### src/rtl/spc_pkg.sv
package spc_pkg;
   typedef enum logic [2:0] {
      ST_IDLE,
      ST_LOAD,
      ST_ERASE,
      ST_PROG,
      ST_WAIT
   } spc_state_e;
endpackage

### src/rtl/spc_strobe_in.sv
// Synchronizes bus strobes and buses, filters write pulses, produces
// load start/end pulses with captured address and data.
module spc_strobe_in #(
   parameter int AW   = 17,
   parameter int DW   = 8,
   parameter int SYNC = 2,
   parameter int FILT = 4
) (
   input  logic          clk,
   input  logic          rst_n,
   input  logic          ce_n,
   input  logic          oe_n,
   input  logic          we_n,
   input  logic [AW-1:0] addr,
   input  logic [DW-1:0] din,
   output logic          rd_act,
   output logic [AW-1:0] rd_addr,
   output logic          wr_filt,
   output logic          load_go,
   output logic          load_done,
   output logic [AW-1:0] cap_addr,
   output logic [DW-1:0] cap_data
);
   localparam int W  = 3 + AW + DW;
   localparam int CW = $clog2(FILT + 1);
   localparam logic [W-1:0] RST_V = {3'b111, {(AW + DW){1'b0}}};
   localparam logic [CW-1:0] CNT_TOP = CW'(FILT - 1);

   logic [SYNC-1:0][W-1:0] stg;
   logic                   ce_s, oe_s, we_s;
   logic [AW-1:0]          a_s;
   logic [DW-1:0]          d_s;
   logic                   wr_raw;
   logic [CW-1:0]          cnt;
   logic                   set_now;

   for (genvar g = 0; g < SYNC; g++) begin : g_sync
      if (g == 0) begin : g_first
         always_ff @(posedge clk or negedge rst_n) begin
            if (!rst_n) stg[0] <= RST_V;
            else        stg[0] <= {ce_n, oe_n, we_n, addr, din};
         end
      end else begin : g_next
         always_ff @(posedge clk or negedge rst_n) begin
            if (!rst_n) stg[g] <= RST_V;
            else        stg[g] <= stg[g-1];
         end
      end
   end

   assign {ce_s, oe_s, we_s, a_s, d_s} = stg[SYNC-1];
   assign wr_raw  = !ce_s && !we_s && oe_s;
   assign rd_act  = !ce_s && !oe_s && we_s;
   assign rd_addr = a_s;
   assign set_now = wr_raw && !wr_filt && (cnt == CNT_TOP);

   always_ff @(posedge clk or negedge rst_n) begin
      if (!rst_n) begin
         cnt       <= '0;
         wr_filt   <= 1'b0;
         load_go   <= 1'b0;
         load_done <= 1'b0;
         cap_addr  <= '0;
         cap_data  <= '0;
      end else begin
         load_go   <= set_now;
         load_done <= !wr_raw && wr_filt;
         if (set_now) cap_addr <= a_s;
         if (!wr_raw && wr_filt) cap_data <= d_s;
         if (!wr_raw) begin
            cnt     <= '0;
            wr_filt <= 1'b0;
         end else if (!wr_filt) begin
            if (cnt == CNT_TOP) wr_filt <= 1'b1;
            else                cnt     <= cnt + 1'b1;
         end
      end
   end
endmodule

### src/rtl/spc_page_buf.sv
// One-sector page buffer with a per-byte loaded mask.
module spc_page_buf #(
   parameter int DW = 8,
   parameter int PB = 7
) (
   input  logic          clk,
   input  logic          rst_n,
   input  logic          clr,
   input  logic          wr_en,
   input  logic [PB-1:0] wr_idx,
   input  logic [DW-1:0] wr_data,
   input  logic [PB-1:0] rd_idx,
   output logic [DW-1:0] rd_data,
   output logic          rd_valid
);
   localparam int PAGE = 1 << PB;

   logic [DW-1:0]   store [PAGE];
   logic [PAGE-1:0] valid;

   always_ff @(posedge clk) begin
      if (wr_en) store[wr_idx] <= wr_data;
   end

   always_ff @(posedge clk or negedge rst_n) begin
      if (!rst_n)     valid <= '0;
      else if (clr)   valid <= '0;
      else if (wr_en) valid[wr_idx] <= 1'b1;
   end

   assign rd_data  = store[rd_idx];
   assign rd_valid = valid[rd_idx];
endmodule

### src/rtl/spc_seq.sv
// Load window, self-timed erase/program sequencing and busy status.
module spc_seq
   import spc_pkg::*;
#(
   parameter int AW         = 17,
   parameter int DW         = 8,
   parameter int PB         = 7,
   parameter int WIN        = 37500,
   parameter int CYC        = 2500000,
   parameter bit ERASE_PASS = 1'b1
) (
   input  logic          clk,
   input  logic          rst_n,
   input  logic          load_go,
   input  logic          load_done,
   input  logic [AW-1:0] cap_addr,
   input  logic [DW-1:0] cap_data,
   input  logic          rd_act,
   input  logic [DW-1:0] buf_rdata,
   input  logic          buf_rvalid,
   output logic          buf_we,
   output logic [PB-1:0] buf_widx,
   output logic [DW-1:0] buf_wdata,
   output logic [PB-1:0] buf_ridx,
   output logic          buf_clr,
   output logic          busy,
   output logic          mem_we,
   output logic [AW-1:0] mem_addr,
   output logic [DW-1:0] mem_wdata,
   output logic [DW-1:0] status
);
   localparam int SW  = AW - PB;
   localparam int WW  = $clog2(WIN + 1);
   localparam int YW  = $clog2(CYC + 1);
   localparam logic [DW-1:0] ERASED  = '1;
   localparam logic [WW-1:0] WIN_TOP = WW'(WIN - 1);
   localparam logic [YW-1:0] CYC_TOP = YW'(CYC - 1);

   spc_state_e    st;
   logic [SW-1:0] sec_q;
   logic [PB-1:0] idx;
   logic [WW-1:0] win;
   logic [YW-1:0] cyc;
   logic          in_stb, tog, rd_q, last_hi;
   logic [DW-3:0] last_lo;
   logic          accept, last_idx;

   assign accept   = (st == ST_IDLE) ||
                     ((st == ST_LOAD) && (cap_addr[AW-1:PB] == sec_q));
   assign buf_we   = load_done && accept;
   assign buf_widx = cap_addr[PB-1:0];
   assign buf_wdata = cap_data;
   assign buf_ridx = idx;
   assign busy     = (st == ST_ERASE) || (st == ST_PROG) || (st == ST_WAIT);
   assign buf_clr  = (st == ST_WAIT) && (cyc == CYC_TOP);
   assign mem_addr = {sec_q, idx};
   assign last_idx = (idx == '1);
   assign status   = {~last_hi, tog, last_lo};

   if (ERASE_PASS) begin : g_two_pass
      assign mem_we    = (st == ST_ERASE) || ((st == ST_PROG) && buf_rvalid);
      assign mem_wdata = (st == ST_PROG) ? buf_rdata : ERASED;
   end else begin : g_one_pass
      assign mem_we    = (st == ST_PROG);
      assign mem_wdata = buf_rvalid ? buf_rdata : ERASED;
   end

   always_ff @(posedge clk or negedge rst_n) begin
      if (!rst_n) begin
         st      <= ST_IDLE;
         sec_q   <= '0;
         idx     <= '0;
         win     <= '0;
         cyc     <= '0;
         in_stb  <= 1'b0;
         tog     <= 1'b0;
         rd_q    <= 1'b0;
         last_hi <= 1'b0;
         last_lo <= '0;
      end else begin
         rd_q <= rd_act;
         if (busy && rd_act && !rd_q) tog <= ~tog;
         if (load_go)        in_stb <= 1'b1;
         else if (load_done) in_stb <= 1'b0;
         if (buf_we) begin
            last_hi <= cap_data[DW-1];
            last_lo <= cap_data[DW-3:0];
         end
         unique case (st)
            ST_IDLE: begin
               if (buf_we) begin
                  st    <= ST_LOAD;
                  sec_q <= cap_addr[AW-1:PB];
                  win   <= '0;
               end
            end
            ST_LOAD: begin
               if (buf_we) begin
                  win <= '0;
               end else if (!in_stb) begin
                  if (win == WIN_TOP) begin
                     st  <= ERASE_PASS ? ST_ERASE : ST_PROG;
                     idx <= '0;
                     cyc <= '0;
                     tog <= 1'b0;
                  end else begin
                     win <= win + 1'b1;
                  end
               end
            end
            ST_ERASE: begin
               cyc <= cyc + 1'b1;
               idx <= idx + 1'b1;
               if (last_idx) st <= ST_PROG;
            end
            ST_PROG: begin
               cyc <= cyc + 1'b1;
               idx <= idx + 1'b1;
               if (last_idx) st <= ST_WAIT;
            end
            ST_WAIT: begin
               if (cyc == CYC_TOP) st  <= ST_IDLE;
               else                cyc <= cyc + 1'b1;
            end
            default: st <= ST_IDLE;
         endcase
      end
   end
endmodule

### src/rtl/sector_pgm_ctrl.sv
module sector_pgm_ctrl #(
   parameter int AW         = 17,
   parameter int DW         = 8,
   parameter int PB         = 7,
   parameter int SYNC       = 2,
   parameter int FILT_TICKS = 4,
   parameter int WIN_TICKS  = 37500,
   parameter int CYC_TICKS  = 2500000,
   parameter bit ERASE_PASS = 1'b1
) (
   input  logic          clk,
   input  logic          rst_n,
   input  logic          ce_n,
   input  logic          oe_n,
   input  logic          we_n,
   input  logic [AW-1:0] addr,
   input  logic [DW-1:0] din,
   input  logic [DW-1:0] mem_rdata,
   output logic [DW-1:0] dout,
   output logic          dq_oe,
   output logic          busy,
   output logic          mem_we,
   output logic [AW-1:0] mem_addr,
   output logic [DW-1:0] mem_wdata,
   output logic [AW-1:0] mem_raddr
);
   localparam int PAGE = 1 << PB;

   if (SYNC < 2)              begin : g_bad_sync  $error("SYNC must be at least 2"); end
   if (FILT_TICKS < 1)        begin : g_bad_filt  $error("FILT_TICKS must be at least 1"); end
   if (WIN_TICKS < 2)         begin : g_bad_win   $error("WIN_TICKS must be at least 2"); end
   if (CYC_TICKS <= 2 * PAGE) begin : g_bad_cyc   $error("CYC_TICKS must exceed two page passes"); end
   if (DW < 3)                begin : g_bad_dw    $error("DW must be at least 3"); end
   if (PB >= AW)              begin : g_bad_pb    $error("PB must be below AW"); end

   logic          rd_act, wr_filt, load_go, load_done;
   logic [AW-1:0] cap_addr;
   logic [DW-1:0] cap_data, buf_rdata, buf_wdata, status;
   logic          buf_rvalid, buf_we, buf_clr;
   logic [PB-1:0] buf_widx, buf_ridx;

   spc_strobe_in #(.AW(AW), .DW(DW), .SYNC(SYNC), .FILT(FILT_TICKS)) u_in (
      .clk(clk), .rst_n(rst_n), .ce_n(ce_n), .oe_n(oe_n), .we_n(we_n),
      .addr(addr), .din(din), .rd_act(rd_act), .rd_addr(mem_raddr),
      .wr_filt(wr_filt), .load_go(load_go), .load_done(load_done),
      .cap_addr(cap_addr), .cap_data(cap_data)
   );

   spc_page_buf #(.DW(DW), .PB(PB)) u_buf (
      .clk(clk), .rst_n(rst_n), .clr(buf_clr), .wr_en(buf_we),
      .wr_idx(buf_widx), .wr_data(buf_wdata), .rd_idx(buf_ridx),
      .rd_data(buf_rdata), .rd_valid(buf_rvalid)
   );

   spc_seq #(.AW(AW), .DW(DW), .PB(PB), .WIN(WIN_TICKS), .CYC(CYC_TICKS),
             .ERASE_PASS(ERASE_PASS)) u_seq (
      .clk(clk), .rst_n(rst_n), .load_go(load_go), .load_done(load_done),
      .cap_addr(cap_addr), .cap_data(cap_data), .rd_act(rd_act),
      .buf_rdata(buf_rdata), .buf_rvalid(buf_rvalid), .buf_we(buf_we),
      .buf_widx(buf_widx), .buf_wdata(buf_wdata), .buf_ridx(buf_ridx),
      .buf_clr(buf_clr), .busy(busy), .mem_we(mem_we), .mem_addr(mem_addr),
      .mem_wdata(mem_wdata), .status(status)
   );

   assign dq_oe = rd_act;
   assign dout  = busy ? status : mem_rdata;
endmodule

### config.mk
export PLATFORM = sky130hd
export DESIGN_NAME = sector_pgm_ctrl
export DESIGN_NICKNAME = d
export VERILOG_FILES = /design/src/rtl/spc_pkg.sv /design/src/rtl/spc_strobe_in.sv /design/src/rtl/spc_page_buf.sv /design/src/rtl/spc_seq.sv /design/src/rtl/sector_pgm_ctrl.sv
export SDC_FILE = /design/constraint.sdc
export NUM_CORES = 2
export LEC_CHECK = 0
export ABC_CLOCK_PERIOD_IN_PS = 4000
export CORE_MARGIN = 2
export CORE_UTILIZATION = 50
export CTS_BUF_LIST = sky130_fd_sc_hd__clkbuf_16
export DETAILED_ROUTE_END_ITERATION = 10
export PLACE_DENSITY = 0.64
export SYNTH_ARGS = -nofsm -noshare
export SYNTH_HDL_FRONTEND = slang
export SYNTH_SLANG_ARGS = --single-unit
### constraint.sdc
create_clock -name clk -period 4 [get_ports clk]
set_clock_uncertainty 0.15 [all_clocks]
set_input_delay 1.2 -clock clk [delete_from_list [all_inputs] [get_ports clk]]
set_output_delay 1.2 -clock clk [all_outputs]
set_load 0.1 [all_outputs]
==> flow_summary.ini <==
[finish]
stdcell_area_mm2 = 0.0629
fill_cells = 7497
drive_gt1_share_pct = 30.4
fin_nets = 3525
seq_area_mm2 = 0.0379
multi_input_area_mm2 = 0.0138
syn_to_final_growth_pct = 20.9

[synth]
yosys_warnings = 0
syn_avg_cell_area_um2 = 17.2
ys_seq_area_share_pct = 72.8
synth-edff-count = 1024
synthMuxAreaShare_pct = 14.6
postSynthCellCount = 3017
synth_ff_type = edfxtp_1
syn_nets = 3060
syn-cell-area_mm2 = 0.0520
synthXorXnorAreaFrac_pct = 0.606
synth_seq_cells = 1307
yosys.area_share.simple_pct = 5.89
synth_fa_ha_area_share_pct = 0.120
synth_compound_area_share_pct = 4.16
ys_types = 68
synth_top_family_by_area = multiplexers
async_flop_share_pct = 21.7

[worst_hold_path]
holdPathStages = 0
hold_start = u_in.stg[3]$_DFF_PN0_
hp-class = reg -> reg
holdPathEnd = u_in.d_s[3]$_DFF_PN0_

[clock_tree]
cts.path.max_buffers = 3
clockRootBuffer = clkbuf_16
clock_sinks = 1307
cts_made_buffers = 134
clkLatencyLatePin_ns = 0.74
h-tree-depth = 4
clk_pin_slew_ns = 0.06
cts_tree = yes
hold_buffers = 0

[worst_setup_path]
timing.rr.start = u_seq.st[1]$_DFFE_PN0P_
worstSetupPathType = reg -> out
crit_path_start = u_seq.buf_ridx[0]$_DFFE_PN0P_
r2r_end = u_buf.store[33][3]$_DFFE_PP_
cp_max_fo = 8
crit_required_ns = 2.65
critPathArrivalTime_ns = 3.60
ff2ff_setup_slack_ns = 0.46
end_kind = primary output
rr_worst_depth = 9
critPathLaunchType = flip-flop

[die]
initial_utilization_pct = 50.3
coreArea_mm2 = 0.103
die-height_um = 327
num_io_pins = 91
core.rowCount = 118
dieArea_mm2 = 0.107
die_w_um = 327

[placed_design]
place.gp.congestion = 0.872
port_buffers = 90
post-dp-hpwl_um = 85600
dpl_cell_area_mm2 = 0.0573

[grt]
grt_pass1_wl_um = 200000
grt_pass1_vias = 30700
grt_max_degree = 129
grt_usage_pct = 25.3
antenna_found_initial = 0
globalRouteOverflowTotal = 0

[route]
wirelength_um = 134000
first_iter_violations = 3182
via_count = 30100
antenna_left = 0
vias_per_cell = 6.06
dr.pass1.iters = 5
wl_per_cell_um = 27.0
drcViolationCount = 0

[sta]
rsz0062_at_grt = true
period_needed_ns = 4.95
period_share_pct = 124
fin_ws_ns = -0.955
tightestPinTransition_ns = 1.15
setup_tns_ns = -7.91
slew-limit-headroom_pct = 22.9
fmax_ghz = 0.202
hold_viol_final = 0
final-setup-viol-count = 9
final_max_slew_viol_count = 0

[outcome]
violations = setup timing
status = finished with violations

[pwr]
p_per_area_mw_per_mm2 = 433
p_leak_nw = 20.0
vdd_drop_max_mv = 0.403

[flow_run]
max_cap_viol_count = 0
[what timing repair did]
| action | CTS | global route |
|---|---|---|
| resized for setup | 105 | 58 |
| pin swaps | 30 | 32 |
| setup endpoints to repair | 16 | 16 |
| cloned | 5 | 4 |
| setup buffers | 25 | 26 |
[worst max-delay path by stage]
stage / cells after the start / endpoint / slack (ns)
5_1_grt: 9 / mem_wdata[6] / -0.98
2_1_floorplan: 10 / mem_wdata[1] / -0.77
3_3_place_gp: 10 / mem_wdata[6] / -0.55
6_report: 9 / mem_wdata[0] / -0.95
4_1_cts: 11 / mem_wdata[7] / -0.95
3_5_place_dp: 10 / mem_wdata[6] / -0.54
[area by class of cell]
class | count | area share (%)
inverter | 10 | 0.0597
sequential | 1307 | 60.3
antenna | 1 | 0.00398
timing repair inverter | 1 | 0.0119
clock inverter | 103 | 1.32
tap | 1380 | 2.75
clock buffer | 142 | 5.65
timing repair buffer | 513 | 8.00
multi-input combinational | 1515 | 21.9
[registers in the layout, indices dropped and copies added, names as in the netlist, 3 cells and up]
| signal | flops |
|---|---|
| u_in.cnt | 3 |
| u_buf.store | 1024 |
| u_seq.win | 16 |
| u_seq.buf_ridx | 7 |
| u_in.stg | 29 |
| u_in.rd_addr | 17 |
| u_buf.valid | 128 |
| u_seq.st | 3 |
| u_seq.sec_q | 10 |
| u_in.cap_addr | 17 |
| u_seq.last_lo | 6 |
| u_seq.cyc | 22 |
| u_in.d_s | 8 |
| u_in.cap_data | 8 |
[cell families after synthesis]
kind of cell,after synthesis
flops,1307
fa+ha+maj,5
buf+inv,195
mux,437
compound gates,363
simple gates,674
xor+xnor,36
[cell usage in the layout (no fill, tap or decap), types with 8 or more instances in the layout]
cell type	synthesis	routed
edfxtp_1	1024	1024
buf_4	37	384
nor2_1	324	321
dfrtp_1	277	264
mux4_2	252	252
a21oi_1	176	168
nand2_1	155	150
clkbuf_16	0	145
mux2i_1	151	140
buf_12	0	62
nand3_1	46	39
clkinv_1	1	36
clkdlybuf4s50_1	0	36
mux2_2	34	34
a22oi_1	39	33
xnor2_1	32	32
inv_1	8	30
o21ai_0	48	29
a211oi_1	25	19
o22ai_1	25	18
clkinv_2	0	17
and3_1	20	16
buf_6	7	16
nand2b_1	15	15
nor3_1	22	12
bufinv_16	0	12
dfrtp_4	0	12
nand4_1	11	11
nor2b_1	14	10
o21ai_1	0	10
mux2i_2	0	9
buf_16	0	9
and2_1	9	8
nor2_2	5	8
or3_1	9	8
[synth_stat cells (37+ instances only)]
cell type,number,area (µm²)
a21oi_1,176,881
a22oi_1,39,293
buf_2,54,270
buf_4,37,278
clkbuf_1,75,282
dfrtp_1,277,6930
edfxtp_1,1024,30700
mux2i_1,151,1510
mux4_2,252,5680
nand2_1,155,582
nand3_1,46,230
nor2_1,324,1220
o21ai_0,48,240
[per-stage QoR]
step	hold WS (ns)	total power, mW	cells	utilization (%)	setup WS, ns
after detailed placement	0.186	15.1	4675	55.4	-0.544
final	0.197	27.2	4972	60.8	-0.955
after global routing	0.204	27.9	4971	60.8	-0.976
after CTS	0.200	27.4	4947	60.4	-0.946
after floorplan	0.181	15.0	3017	-	-0.767
after global placement	0.184	15.1	4675	55.4	-0.555
[power by group]
group / leakage (nW) / internal (mW) / switching [mW] / total, mW
Combinational: 6.51 / 0.0793 / 0.198 / 0.278
Clock: 2.22 / 7.20 / 5.17 / 12.4
Sequential: 11.3 / 14.5 / 0.0312 / 14.6
[routing by layer]
metal	vias up	GRT usage [%]	share of wire, %
li1	12700	-	-
met4	0	8.10	3.0
met1	15800	36.1	40
met2	1401	40.1	48
met3	245	4.74	8.5
met5	-	0	0
[critical path, cell delays in order (launching register included)]
cell and delay [ns]:
dfrtp_4 0.48, buf_16 0.17, buf_12 0.16, buf_4 0.12
mux4_2 0.50, mux4_2 0.52, a22o_1 0.25, nor3_4 0.27
nor4_4 0.16, buf_12 0.20
Power figures use the tool's default switching activity.
